$ cat config.mk
export PLATFORM = sky130hd
export DESIGN_NAME = pwm_phase_timer
export DESIGN_NICKNAME = d
export VERILOG_FILES = /design/src/rtl/pwm_phase_pkg.sv /design/src/rtl/pwm_cfg_capture.sv /design/src/rtl/pwm_beat_divider.sv /design/src/rtl/pwm_phase_accum.sv /design/src/rtl/pwm_phase_timer.sv
export SDC_FILE = /design/constraint.sdc
export NUM_CORES = 1
export LEC_CHECK = 0
export ABC_AREA = 1
export BUFFER_PORTS_ARGS = -buffer_cell sky130_fd_sc_hd__buf_4
export CORE_ASPECT_RATIO = 0.6
export CORE_MARGIN = 5
export CORE_UTILIZATION = 55
export DETAILED_ROUTE_END_ITERATION = 8
export MAX_ROUTING_LAYER = met4
export PLACE_DENSITY = 0.83
export REMOVE_ABC_BUFFERS = 1
export SLEW_MARGIN = 25
export SYNTH_ARGS = -nofsm -noshare
export SYNTH_HDL_FRONTEND = slang
export SYNTH_SLANG_ARGS = --single-unit
$ cat constraint.sdc
create_clock -name clk -period 5.15 [get_ports clk]
set_input_delay 1.03 -clock clk [delete_from_list [all_inputs] [get_ports clk]]
set_output_delay 1.03 -clock clk [all_outputs]
set_load 0.02 [all_outputs]
$ cat src/rtl/pwm_phase_pkg.sv
package pwm_phase_pkg;

    localparam int PH_W  = 16;
    localparam int DIV_W = 16;
    localparam int RES_W = $clog2(PH_W);

    typedef logic [PH_W-1:0]  phase_t;
    typedef logic [DIV_W-1:0] div_t;
    typedef logic [RES_W-1:0] res_t;

    // configuration frozen while the counter runs
    typedef struct packed {
        div_t div;
        res_t res;
    } tcfg_t;

    // phase increment for a resolution setting: 2^(PH_W-1-res)
    function automatic phase_t step_of(res_t r);
        phase_t s;
        s = '0;
        s[PH_W-1-int'(r)] = 1'b1;
        return s;
    endfunction

endpackage

$ cat src/rtl/pwm_cfg_capture.sv
module pwm_cfg_capture
    import pwm_phase_pkg::*;
(
    input  logic  clk,
    input  logic  rst,
    input  logic  cnt_en,
    input  div_t  div_i,
    input  res_t  res_i,
    output tcfg_t cfg_q,
    output logic  run_q
);

    always_ff @(posedge clk) begin
        if (rst) begin
            cfg_q <= '0;
            run_q <= 1'b0;
        end else begin
            run_q <= cnt_en;
            if (!cnt_en) begin
                cfg_q.div <= div_i;
                cfg_q.res <= res_i;
            end
        end
    end

endmodule

$ cat src/rtl/pwm_beat_divider.sv
module pwm_beat_divider
    import pwm_phase_pkg::*;
(
    input  logic clk,
    input  logic rst,
    input  logic cnt_en,
    input  logic run,
    input  div_t lim,
    output logic beat
);

    div_t cnt_q;
    logic at_lim;

    assign at_lim = (cnt_q == lim);
    assign beat   = run && cnt_en && at_lim;

    always_ff @(posedge clk) begin
        if (rst || !cnt_en) begin
            cnt_q <= '0;
        end else if (run) begin
            cnt_q <= at_lim ? '0 : cnt_q + 1'b1;
        end
    end

endmodule

$ cat src/rtl/pwm_phase_accum.sv
module pwm_phase_accum
    import pwm_phase_pkg::*;
(
    input  logic   clk,
    input  logic   rst,
    input  logic   cnt_en,
    input  logic   beat,
    input  res_t   res,
    output phase_t phase,
    output logic   wrap
);

    phase_t nxt;
    logic   carry;

    assign {carry, nxt} = {1'b0, phase} + {1'b0, step_of(res)};
    assign wrap = beat && carry;

    always_ff @(posedge clk) begin
        if (rst || !cnt_en) begin
            phase <= '0;
        end else if (beat) begin
            phase <= nxt;
        end
    end

endmodule

$ cat src/rtl/pwm_phase_timer.sv
module pwm_phase_timer
    import pwm_phase_pkg::*;
(
    input  logic        clk,
    input  logic        rst,
    input  logic        cnt_en,
    input  logic [15:0] div_cfg,
    input  logic [3:0]  res_cfg,
    output logic [15:0] phase_o,
    output logic        beat_end_o,
    output logic        cycle_end_o
);

    tcfg_t  cfg_q;
    logic   run_q;
    logic   beat;
    logic   wrap;
    phase_t phase;

    pwm_cfg_capture u_cap (
        .clk    (clk),
        .rst    (rst),
        .cnt_en (cnt_en),
        .div_i  (div_t'(div_cfg)),
        .res_i  (res_t'(res_cfg)),
        .cfg_q  (cfg_q),
        .run_q  (run_q)
    );

    pwm_beat_divider u_div (
        .clk    (clk),
        .rst    (rst),
        .cnt_en (cnt_en),
        .run    (run_q),
        .lim    (cfg_q.div),
        .beat   (beat)
    );

    pwm_phase_accum u_acc (
        .clk    (clk),
        .rst    (rst),
        .cnt_en (cnt_en),
        .beat   (beat),
        .res    (cfg_q.res),
        .phase  (phase),
        .wrap   (wrap)
    );

    assign phase_o     = phase;
    assign beat_end_o  = beat;
    assign cycle_end_o = wrap;

endmodule

# ---- Word level (Yosys, flattened, before mapping)
# Cells that the tools add are included.
dict set report word_totals {
  register_bits 53
  out_inout_bits 18
}
dict set report op_classes {
  n_addsub 3
  magnitude_cmp 2
  n_eq_ne 1
  mux 3
  reduce_logical 6
}
# op count
set ops {}
lappend ops {{32-bit by 1-bit >= comparator with 1-bit output, second input constant} 1}
lappend ops {{32-bit by 6-bit less-than comparator with 1-bit output, second input constant} 1}
lappend ops {{16-bit by 16-bit adder with 17-bit output} 1}
lappend ops {{16-bit by 1-bit adder with 16-bit output, second input constant} 1}
lappend ops {{16-bit == test} 1}
lappend ops {{16-bit 2-to-1 mux} 1}
lappend ops {{4-bit by 4-bit subtractor with 5-bit output, first input constant} 1}
lappend ops {{1-bit demux with 4-bit select} 1}
lappend ops {{1-bit logical AND} 4}
lappend ops {{1-bit zero test} 1}
lappend ops {{1-bit logical OR} 1}
lappend ops {{1-bit 2-to-1 mux} 1}

# ---- Logic depth before layout (Yosys ltp)
# Gate-level depths: netlist (run 1).
dict set report depth {
  ltp_word 7
  depth_mapped 14
  mapped_depth_nobuf 14
}

# ---- By module
# From an unflattened synthesis (run 1), not the netlist that was laid out.
dict set report hier_totals {
  hier_cells 625
  hier_area_um2 3752.3
}
# module n_inst cells_per_inst area_per_inst_um2
set by_module_without_submodules {}
lappend by_module_without_submodules {pwm_phase_accum 1 305 1727.9}
lappend by_module_without_submodules {pwm_beat_divider 1 189 1099.8}
lappend by_module_without_submodules {pwm_cfg_capture 1 131 924.6}

# ---- Worst setup path before layout (run 1)
# Ideal clock, no wire load.
dict set report synth_path {
  path_kind {register to output}
  start {reg u_cap.cfg_q[1] (netlist name)}
  end {out cycle_end_o}
  t_arrival_ns 1.912
  required_ns 4.120
  slack_ns 2.208
  path_stages_with_launch 13
  path_buffers 0
  cell_sequence {dfxtp_1 > nand2_1 > nor2_1 > ha_1 > fa_1 > nand3_1 > nand2_1 > nand2_1 > nand2_1 > nand2_1 > nand2_1 > a21boi_0 > nor3_1}
}
dict set report synth_between {
  elab_chain_cells 7
  elab_cells_between_ends 8
  classes_between {add/sub: 2; order compare: 2; mux: 2; reduce/logical: 2}
}
# element line
set synth_lines {}
lappend synth_lines {{4-bit by 4-bit subtractor with 5-bit output *} pwm_phase_pkg.sv:21} ;# s[PH_W-1-int'(r)] = 1'b1;
lappend synth_lines {{32-bit by 1-bit >= comparator with 1-bit output (implied by the code) / 32-bit by 6-bit less-than comparator with 1-bit output (equally long branches)} pwm_phase_pkg.sv:21}
lappend synth_lines {{1-bit logical AND (implied by the code)} pwm_phase_pkg.sv:21}
lappend synth_lines {{1-bit 2-to-1 mux (implied by the code)} pwm_phase_pkg.sv:21}
lappend synth_lines {{1-bit demux with 4-bit select *} n/a}
lappend synth_lines {{16-bit by 16-bit adder with 17-bit output *} pwm_phase_accum.sv:16} ;# assign {carry, nxt} = {1'b0, phase} + {1'b0, step_of(res)};
lappend synth_lines {{1-bit logical AND *} pwm_phase_accum.sv:17} ;# assign wrap = beat && carry;
lappend synth_lines {{to (decl)} pwm_phase_timer.sv:11} ;# output logic cycle_end_o
# Mark *: on every way between the ends. The rest lies on a longest branch, timed or not.

# ---- Worst setup path after layout (run 1)
dict set report layout_path {
  start {reg u_cap.cfg_q[1] (netlist name)}
  end {out cycle_end_o}
}
dict set report layout_between {
  elab_chain_cells 7
  elab_cells_between_ends 8
  classes_between {add/sub: 2; order compare: 2; mux: 2; reduce/logical: 2}
}
# element line
set layout_lines {}
lappend layout_lines {{4-bit by 4-bit subtractor with 5-bit output *} pwm_phase_pkg.sv:21}
lappend layout_lines {{32-bit by 1-bit >= comparator with 1-bit output (implied by the code) / 32-bit by 6-bit less-than comparator with 1-bit output (equally long branches)} pwm_phase_pkg.sv:21}
lappend layout_lines {{1-bit logical AND (implied by the code)} pwm_phase_pkg.sv:21}
lappend layout_lines {{1-bit 2-to-1 mux (implied by the code)} pwm_phase_pkg.sv:21}
lappend layout_lines {{1-bit demux with 4-bit select *} n/a}
lappend layout_lines {{16-bit by 16-bit adder with 17-bit output *} pwm_phase_accum.sv:16}
lappend layout_lines {{1-bit logical AND *} pwm_phase_accum.sv:17}
# Marked as above.

==> summary.txt, run 1 <==
Outcome
  • Status: complete, no violations

Yosys
  • Post-synthesis register bit count: 53
  • Share of flip-flops with an asynchronous set or reset: 0%
  • Mapped cell area: between 3000 and 4000 sq um
  • Gate Count Post-Synth: 595
  • Post-synth top flop: dfxtp_1
  • Area share of the largest cell type after synthesis: 29.39%
  • Mapped Avg Cell Area: 6.067 sq um
  • Post-synth EDFFs: 0
  • Top cells by area, synth: dfxtp_1 29%, nand2_1 22%, nor2_1 9.7%
  • Seq/Total Area, Yosys: about 30%
  • Number of library cell types mapped by synthesis: 34
  • Warnings from Yosys: 0
  • Yosys top cell by area: dfxtp_1

Place
  • Placer Congestion: 0.9879
  • Placed Cells: slightly above 700
  • DP HPWL: 7.454 mm
  • I/O Buffers: 40
  • Placement Cell Area: 3956 sq um

Worst setup path
  • CP dominant cell by count: nand2_1
  • CP required: 4.12 ns
  • Largest stage delay, worst path: 0.41 ns
  • CP Capture Type: output port
  • CP delay by family, top: simple AND/OR/NAND/NOR gates
  • CP max stage cell: fa_1
  • Crit path kind: reg2out
  • Worst Setup Start Kind: register
  • Crit path cell chain: nand2_1 -> nor2_1 -> ha_1 -> fa_1 -> nand3_1 -> nand2_1 -> nand2_1 -> nand2_1 -> nand2_1 -> nand2_1 -> a21boi_0 -> nor3_1 -> buf_4
  • Critical path buffer and inverter count: 1
  • CP arrival: roughly 2.5 ns
  • Critical path fanouts, max: 4

GRT
  • Vias in the first global route: 3355
  • GRT Total Usage: 25.12%
  • Largest net degree at the start of global routing: 44
  • First-pass GRT wire length: ~16 mm
  • Remaining global-route overflow: 0
  • Initial antenna violation count: 0

Layout
  • N_diodes: 0
  • Final instance area: 4073 sq um
  • Layout cell share with drive strength beyond 1: 10.92%
  • Area grow syn2layout: 12.83%
  • Final-stage net count: 672
  • Layout Cells excl Fill: 716
  • FILL cells: 586
  • Multi-input gate area: around 2100 sq um
  • Sequential standard cell area: around 1100 sq um

STA
  • Fin crit share: between 60% and 70%
  • Setup violations, final: 0
  • Hold Fails Final Rpt: 0
  • TNS Setup: 0 ns
  • Slew Limit Fails: 0
  • RSZ-0062 raised after global routing: false
  • Layout Skew: 0.006576 ns
  • Min Tclk post-route: between 3 and 4 ns
  • Highest clock rate: 281.7 MHz
  • Worst slew margin: 54.15%
  • Worst-margin pin slew: 0.6870 ns

Die
  • Core Rows: 22
  • Die Ht: around 73 um
  • Die X: 114.6 um
  • Core Region: 6248 sq um
  • Initial Util: 57.77%
  • Die area: 8336 sq um
  • Num ports: 41

Clocking
  • Worst-path clk slew: 0.09 ns
  • Hold_buf cts: 0
  • Setup repair bufs after CTS: 0
  • Post-cts resize count: 0
  • Clock buffer count from CTS: 5
  • H-tree lvl count: 2
  • Clock net sink count: 53
  • CTS tree: built
  • Max Root-Sink Buffers: 2
  • Worst skew pair latency: between 0.3 and 0.4 ns
  • Root buf cell: clkbuf_8

Power
  • Tot Pwr: 843.1 uW
  • Pleak: 0.002175 uW
  • VDD IR max: 143.3 uV
  • Power per Cell Area: 207.0 nW/um^2

Route
  • Routed wire length: 9.565 mm
  • DR DRC count: 0
  • Detailed Routing Iterations Pass 1: 6
  • DR iter-0 viols: approximately 320
  • Routed length per instance: 13.36 um
  • Via count: around 3700
  • Post-route ant nets: 0
  • Detail-routed via count per cell: 5.119

Worst hold path
  • Min-delay worst type: reg2reg

Job
  • Max Cap Violations: 0
sequential cells by signal (all words and copies together), names as in the netlist:
signal / count
u_cap.run_q: 1
u_cap.cfg_q: 20
u_div.cnt_q: 16
u_acc.phase: 16
cell usage in the layout (no fill, tap or decap), types with 2 or more instances in the layout:
cell	Yosys	final
dfxtp_1	53	53
nand3b_1	2	2
nor3_1	11	11
nor4_1	2	2
a211oi_1	20	20
or2_2	2	2
nand3_1	15	15
nand2_4	2	2
nand4_1	3	3
buf_4	2	40
a21oi_1	19	19
nand2_1	213	213
clkbuf_8	0	6
nor2_4	2	2
nor2_1	93	93
o21ai_0	7	7
xor2_1	11	11
nor2_2	3	3
nand2_2	3	3
inv_2	6	6
inv_1	91	91
ha_1	17	17
area by class of cell:
class	count	area share [%]
Clock inverter	1	0.7373
Timing Repair Buffer	40	7.373
Multi-Input combinational cell	434	52.20
Sequential cell	53	26.05
Tap cell	84	2.581
Clock buffer	7	2.120
Inverter	97	8.940
kinds of logic (layout without fill, tap and decap cells):
group / count (synthesis) / count (layout) / share of synthesized area, %
compound gates: 49 / 49 / 8.319
xor+xnor: 11 / 11 / 2.669
fa+ha+maj: 18 / 18 / 6.447
buf+inv: 108 / 145 / 11.72
flops: 53 / 53 / 29.39
simple gates: 356 / 356 / 41.46
where the power goes:
group	total (uW)	switching, uW	internal, uW	leakage [uW]
combinational	108	68.8	39.5	0.00168
sequential	430	8.32	422	0.000433
clock	305	146	159	0.0000585
final timing paths:
kind                                       from         endpoint  slack (ns)  cells after the start
worst max-delay path             u_cap.cfg_q[1]      cycle_end_o        1.60                     13
worst min-delay path            u_cap.cfg_q[15]  u_cap.cfg_q[15]        0.48                      2
worst max register to register   u_cap.cfg_q[1]  u_acc.phase[10]        3.00                     14
worst min register to register  u_cap.cfg_q[15]  u_cap.cfg_q[15]        0.48                      2
per-stage QoR:
stage               utilization, %  hold slack [ns]  worst slack, ns
detailed placement           63.32           0.4639            1.973
floorplan                        -           0.4477            2.208
CTS                          65.18           0.4827            1.592
finish                       65.18           0.4791            1.600
global route                 65.18           0.5079            1.342
global placement             63.32           0.4643            2.046
worst reg2reg max path, delay by kind of cell, from the launching register on:
kind,cells,cell delay (ns)
adder cells (fa/ha/maj),2,0.62
AND/OR/NAND/NOR,12,1.09
flip-flops,1,0.33
metal layers:
| layer | vias up | part of all wire (%) | track usage (%) |
|---|---|---|---|
| met2 | 139 | 38 | 33.46 |
| met4 | 0 | 0.76 | 4.611 |
| li1 | 1911 | - | - |
| met5 | - | 0 | - |
| met3 | 9 | 10 | 5.882 |
| met1 | 1606 | 52 | 38.10 |
cells in the mapped netlist, types with 2 or more instances:
| cell | number |
|---|---|
| nand4_1 | 3 |
| nand3_1 | 15 |
| nor2_2 | 3 |
| inv_2 | 6 |
| nand2_1 | 213 |
| nand3b_1 | 2 |
| or2_2 | 2 |
| nor3_1 | 11 |
| xor2_1 | 11 |
| nand2_2 | 3 |
| nand2_4 | 2 |
| buf_4 | 2 |
| o21ai_0 | 7 |
| buf_1 | 5 |
| buf_2 | 2 |
| dfxtp_1 | 53 |
| ha_1 | 17 |
| nor2_1 | 93 |
| a21oi_1 | 19 |
| inv_1 | 91 |
| a211oi_1 | 20 |
| nor2_4 | 2 |
| nor4_1 | 2 |
Note: power is estimated with default switching activity, not from simulation.
==> inputs of run 2 (changes only) <==
==> constraint.sdc (replaced) <==
create_clock -name clk -period 3.5 [get_ports clk]
set_input_delay 0.7 -clock clk [delete_from_list [all_inputs] [get_ports clk]]
set_output_delay 0.7 -clock clk [all_outputs]
set_load 0.02 [all_outputs]
==> run 2 against run 1 <==
Effect of this change:
- register-to-register slack got worse by 1.6 ns
- combinational power up 53%
- core utilization grew 0.42 points
- worst setup slack worse by 1.3 ns
- clock power increased by 51%
- via count increased by 2.7%
- critical endpoint unchanged
==> summary.txt, run 2 (same netlist as run 1, synthesis figures left out) <==
Power
  • Power per Cell Area: about 310 nW/um^2
  • VDD IR max: 196.1 uV
  • Tot Pwr: 1258 uW
  • Pleak: 0.002189 uW

GRT
  • Initial antenna violation count: 0
  • GRT Total Usage: 24.80%
  • Vias in the first global route: ~3400
  • Largest net degree at the start of global routing: 43
  • First-pass GRT wire length: 15.93 mm
  • Remaining global-route overflow: 0

Worst setup path
  • Crit path kind: reg2out
  • CP arrival: roughly 2.5 ns
  • Worst reg2reg path startpoint: u_cap.cfg_q[1]
  • CP required: around 2.8 ns
  • Worst Setup Start Kind: register
  • Critical path fanouts, max: 4
  • Reg2Reg Depth: 14
  • CP Capture Type: output port
  • R2R Setup Slk: 1.36 ns
  • CP startpoint: u_cap.cfg_q[1]
  • R2r endpoint: u_acc.phase[14]

Route
  • Routed length per instance: 13.50 um
  • Via count: 3765
  • Detail-routed via count per cell: 5.236
  • Detailed Routing Iterations Pass 1: 6
  • Post-route ant nets: 0
  • Routed wire length: approximately 9.7 mm
  • DR DRC count: 0
  • DR iter-0 viols: 360

Clocking
  • Root buf cell: clkbuf_8
  • Hold_buf cts: 0
  • Max Root-Sink Buffers: 2
  • H-tree lvl count: 2
  • CTS tree: built
  • Clock buffer count from CTS: 5
  • Worst-path clk slew: between 0.1 and 0.15 ns
  • Worst skew pair latency: 0.32 ns
  • Clock net sink count: 53

STA
  • TNS Setup: 0 ns
  • Fin crit share: 91.69%
  • Tightest hold margin: 0.4843 ns
  • Min Tclk post-route: 3.209 ns
  • RSZ-0062 raised after global routing: false
  • Slew Limit Fails: 0
  • Highest clock rate: 311.6 MHz
  • Hold Fails Final Rpt: 0
  • Worst slew margin: 61.73%
  • Setup violations, final: 0
  • Layout Skew: roughly 0.0094 ns
  • Worst-margin pin slew: 0.5688 ns
  • Final WS setup: between 0.2 and 0.3 ns

Place
  • Placed Cells: 711
  • I/O Buffers: 40
  • Setup slack at placement: 0.6129 ns
  • DP HPWL: 7.651 mm
  • Placer Congestion: 1.039

Worst hold path
  • Min-delay worst type: reg2reg
  • Hold Path Depth: 2
  • Hold Path Sink: u_cap.cfg_q[12]
  • Worst hold start: u_cap.cfg_q[12]

Layout
  • Top reg by flops: u_cap.cfg_q
  • Commonest non-fill, non-tap cell in the layout: nand2_1
  • Largest regs: u_cap.cfg_q (20), u_acc.phase (16), u_div.cnt_q (16)
  • Max reg flops: 20
  • Layout cell share with drive strength beyond 1: 11.50%
  • Final-stage net count: 675
  • N_diodes: 0
  • Layout Cells excl Fill: slightly above 700
  • Area grow syn2layout: 13.55%
  • Most frequent cells in the layout: 213 x nand2_1, 93 x nor2_1, 91 x inv_1

Job
  • Max Cap Violations: 0

Die
  • Core Rows: 22
  • Num ports: 41
  • Core Region: 6248 sq um
  • Die area: around 8300 sq um
  • Die X: between 100 and 150 um
  • Die Ht: just over 70 um
  • Initial Util: 57.77%

Outcome
  • Status: complete, no violations
==> run 2: changes by cell type in the layout (fill, tap and decap cells not counted), sizes merged <==
cell,change
clkbuf,-1
buf,+3
clkinvlp,+1
==> run 2: worst max-delay path, cell delays in order (launching register included) <==
cell and delay (ns):
dfxtp_1 0.33, nand2_1 0.13, nor2_1 0.07, ha_1 0.21
fa_1 0.41, nand3_1 0.10, nand2_1 0.11, nand2_1 0.08
nand2_1 0.10, nand2_1 0.13, nand2_1 0.09, a21boi_1 0.19
nor3_1 0.07, buf_4 0.16
==> run 2: metal layers <==
| metal | share of wire, % | track usage, % | wire [um] |
|---|---|---|---|
| met5 | 0 | - | 0 |
| met4 | 0.87 | 5.138 | 84 |
| met3 | 11 | 4.474 | 1024 |
| met2 | 39 | 33.46 | 3739 |
| met1 | 50 | 37.85 | 4857 |
==> run 2: stage by stage <==
| stage | utilization (%) | area [sq um] |
|---|---|---|
| 2_1_floorplan | - | 3551 |
| 3_3_place_gp | 63.68 | 3979 |
| 3_5_place_dp | 63.68 | 3979 |
| 4_1_cts | 65.60 | 4099 |
| 5_1_grt | 65.60 | 4099 |
| 6_report | 65.60 | 4099 |
==> run 2: repair_timing <==
item / CTS / global route
endpoints found under the setup margin: 0 / 1
setup buffers: 0 / 0
gates resized for setup: 0 / 1
==> run 2: cell type report <==
type                       count  area, sq um
inverter                      97        364.1
multi-input combinational    434         2126
timing repair buffer          43        322.8
clock inverter                 2        37.54
sequential                    53         1061
tap                           84        105.1
fill                         573         2150
clock buffer                   6        82.58
==> run 2: worst max-delay path by stage <==
stage	cells after the start	to	slack, ns
after floorplan	12	cycle_end_o	0.89
after CTS	13	cycle_end_o	0.23
after global routing	13	cycle_end_o	0.1
after detailed placement	13	cycle_end_o	0.61
after global placement	13	cycle_end_o	0.73
final	13	cycle_end_o	0.29
==> run 2: power by group <==
part	internal [uW]	leakage (uW)	switching (uW)	total, uW
Sequential	621	0.000433	10.5	631
Combinational	60.4	0.00170	105	165
Clock	233	0.0000574	229	462
==> inputs of run 3 (changes only) <==
--- a/config.mk
+++ b/config.mk
@@ -14,6 +14,7 @@
 export MAX_ROUTING_LAYER = met4
 export PLACE_DENSITY = 0.83
 export REMOVE_ABC_BUFFERS = 1
+export SETUP_SLACK_MARGIN = 0.4
 export SLEW_MARGIN = 25
 export SYNTH_ARGS = -nofsm -noshare
 export SYNTH_HDL_FRONTEND = slang
==> run 3 against run 2 <==
Effect of this change:
- flip-flop and latch count is the same
- non-clock buffer count is 4 higher
- global-route usage hardly changed
- worst setup slack improved by 0.18 ns
- hold slack gained 0.00056 ns
- core utilization up 1.9 points
- via count shrank 0.27%
- combinational power grew 4%
- critical endpoint unchanged
- largest cell class unchanged
- largest power group unchanged
==> summary.txt, run 3 (same netlist as run 1, synthesis figures left out) <==
Outcome
  • Status: complete, no violations

Place
  • Placed Cells: slightly above 700
  • Setup slack at placement: 0.6129 ns
  • DP HPWL: 7.651 mm
  • I/O Buffers: 40
  • Placer Congestion: 1.039

Power
  • Pint: 918.6 uW
  • Switching Share: 27.73%
  • Tot Pwr: 1271 uW
  • Comb pwr share: approximately 14%
  • Switching power: 352.4 uW
  • VDD IR max: 196.0 uV
  • Seq pwr share: roughly 50%
  • Power per Cell Area: just over 300 nW/um^2
  • Pleak: 0.002202 uW
  • Clock power share: 36.7%

Clocking
  • Clock buffer count from CTS: 5
  • CTS tree: built
  • Root buf cell: clkbuf_8
  • Hold_buf cts: 0
  • Clock net sink count: 53
  • Max Root-Sink Buffers: 2
  • Worst skew pair latency: approximately 0.33 ns
  • Worst-path clk slew: 0.11 ns
  • H-tree lvl count: 2

Layout
  • Most frequent cells in the layout: 204 x nand2_1, 91 x nor2_1, 90 x inv_1
  • Layout cell share with drive strength beyond 1: 16.12%
  • Top reg by flops: u_cap.cfg_q
  • Commonest non-fill, non-tap cell in the layout: nand2_1
  • Largest regs: u_cap.cfg_q (20), u_acc.phase (16), u_div.cnt_q (16)
  • Max reg flops: 20
  • Layout Cells excl Fill: 723
  • Final-stage net count: about 680
  • Area grow syn2layout: 16.78%
  • N_diodes: 0
  • FILL cells: between 500 and 600

STA
  • Tightest hold margin: 0.4849 ns
  • Worst slew margin: 62.10%
  • Layout Skew: 0.009349 ns
  • Hold Fails Final Rpt: 0
  • Worst-margin pin slew: 0.5632 ns
  • Setup violations, final: 0
  • RSZ-0062 raised after global routing: false
  • Min Tclk post-route: 3.033 ns
  • Fin crit share: 86.65%
  • Highest clock rate: 329.7 MHz
  • Slew Limit Fails: 0
  • Final WS setup: 0.4672 ns
  • TNS Setup: 0 ns

GRT
  • GRT Total Usage: 24.80%
  • Largest net degree at the start of global routing: 43
  • Vias in the first global route: 3366
  • Initial antenna violation count: 0
  • Remaining global-route overflow: 0
  • First-pass GRT wire length: ~16 mm

Worst setup path
  • Crit path kind: reg2out
  • R2r endpoint: u_acc.phase[15]
  • Reg2Reg Depth: 15
  • R2R Setup Slk: 1.34 ns
  • Critical path fanouts, max: 5
  • Largest stage delay, worst path: 0.35 ns
  • CP max stage cell: dfxtp_2
  • CP arrival: 2.33 ns
  • Worst Setup Start Kind: register
  • CP Capture Type: output port
  • Worst reg2reg path startpoint: u_cap.cfg_q[1]
  • Crit path cell chain: inv_1 -> nand2_2 -> nor2_1 -> ha_4 -> a21oi_2 -> nand2_2 -> nand2_1 -> nand2_2 -> nand2_2 -> nand2_1 -> a21boi_2 -> nor3_2 -> buf_4
  • CP required: 2.80 ns
  • CP dominant cell by count: nand2_2

Worst hold path
  • Min-delay worst type: reg2reg
  • Hold Path Depth: 2
  • Worst hold start: u_cap.cfg_q[12]
  • Hold Path Sink: u_cap.cfg_q[12]

Die
  • Die Ht: slightly above 70 um
  • Initial Util: 57.77%
  • Core Region: 6248 sq um
  • Num ports: 41
  • Core Rows: 22
  • Die area: 8336 sq um
  • Die X: 114.6 um

Route
  • Detail-routed via count per cell: roughly 5.2
  • DR iter-0 viols: 382
  • Via count: roughly 3800
  • Post-route ant nets: 0
  • Routed length per instance: 13.83 um
  • Routed wire length: 10.00 mm
  • DR DRC count: 0
  • Detailed Routing Iterations Pass 1: 5

Job
  • Max Cap Violations: 0
==> run 3: cell types whose count changed in the layout (fill, tap and decap cells not counted), sizes merged <==
cell  change
buf       +4
==> run 3: critical path, delay by kind of cell, from the launching register on <==
family	cells	cell delay [ns]
adder cells (fa/ha/maj)	1	0.26
buffers and inverters	2	0.25
AO/OA/AOI/OAI	2	0.33
AND/OR/NAND/NOR	8	0.80
flip-flops	1	0.35
==> run 3: metal layers <==
layer  vias up  track usage [%]  part of all wire (%)
met5         -                -                     0
met4         0            5.138                  0.78
met3        10            4.474                   9.7
met2       163            33.59                    40
met1      1672            37.77                    50
li1       1910                -                     -
==> run 3: worst max path at each step <==
stage                   startpoint          end  slack (ns)  cells past startpoint
finish              u_cap.cfg_q[1]  cycle_end_o        0.47                     13
global route        u_cap.cfg_q[3]  cycle_end_o        0.35                     11
CTS                 u_cap.cfg_q[3]  cycle_end_o        0.41                     13
detailed placement  u_cap.cfg_q[1]  cycle_end_o        0.61                     13
global placement    u_cap.cfg_q[1]  cycle_end_o        0.73                     13
floorplan           u_cap.cfg_q[1]  cycle_end_o        0.89                     12
==> run 3: through the flow <==
stage | cell area, sq um | utilization (%)
2_1_floorplan | 3551 | -
3_3_place_gp | 3979 | 63.68
3_5_place_dp | 3979 | 63.68
4_1_cts | 4113 | 65.82
5_1_grt | 4215 | 67.46
6_report | 4215 | 67.46
==> run 3: what timing repair did <==
| item | CTS | global route |
|---|---|---|
| pin swaps | 0 | 4 |
| resized for setup | 6 | 21 |
| endpoints found under the setup margin | 1 | 1 |
| hold endpoints to repair | 0 | 0 |
| setup buffers | 0 | 4 |
==> run 3: power by group through the flow <==
stage | clock [uW] | sequential, uW | combinational [uW]
final | 466 | 633 | 172
after global routing | 484 | 635 | 191
after CTS | 461 | 631 | 165
after detailed placement | 0 | 645 | 163
after global placement | 0 | 644 | 158
after floorplan | 0 | 644 | 101
==> run 3: layout make-up <==
| type | count | area, sq um | share of cell area, % |
|---|---|---|---|
| Timing Repair Buffer | 47 | 352.8 | 8.370 |
| Clock inverter | 2 | 37.54 | 0.8905 |
| Multi-Input combinational cell | 434 | 2207 | 52.36 |
| Tap cell | 84 | 105.1 | 2.493 |
| Sequential cell | 53 | 1066 | 25.29 |
| Inverter | 97 | 364.1 | 8.638 |
| Clock buffer | 6 | 82.58 | 1.959 |
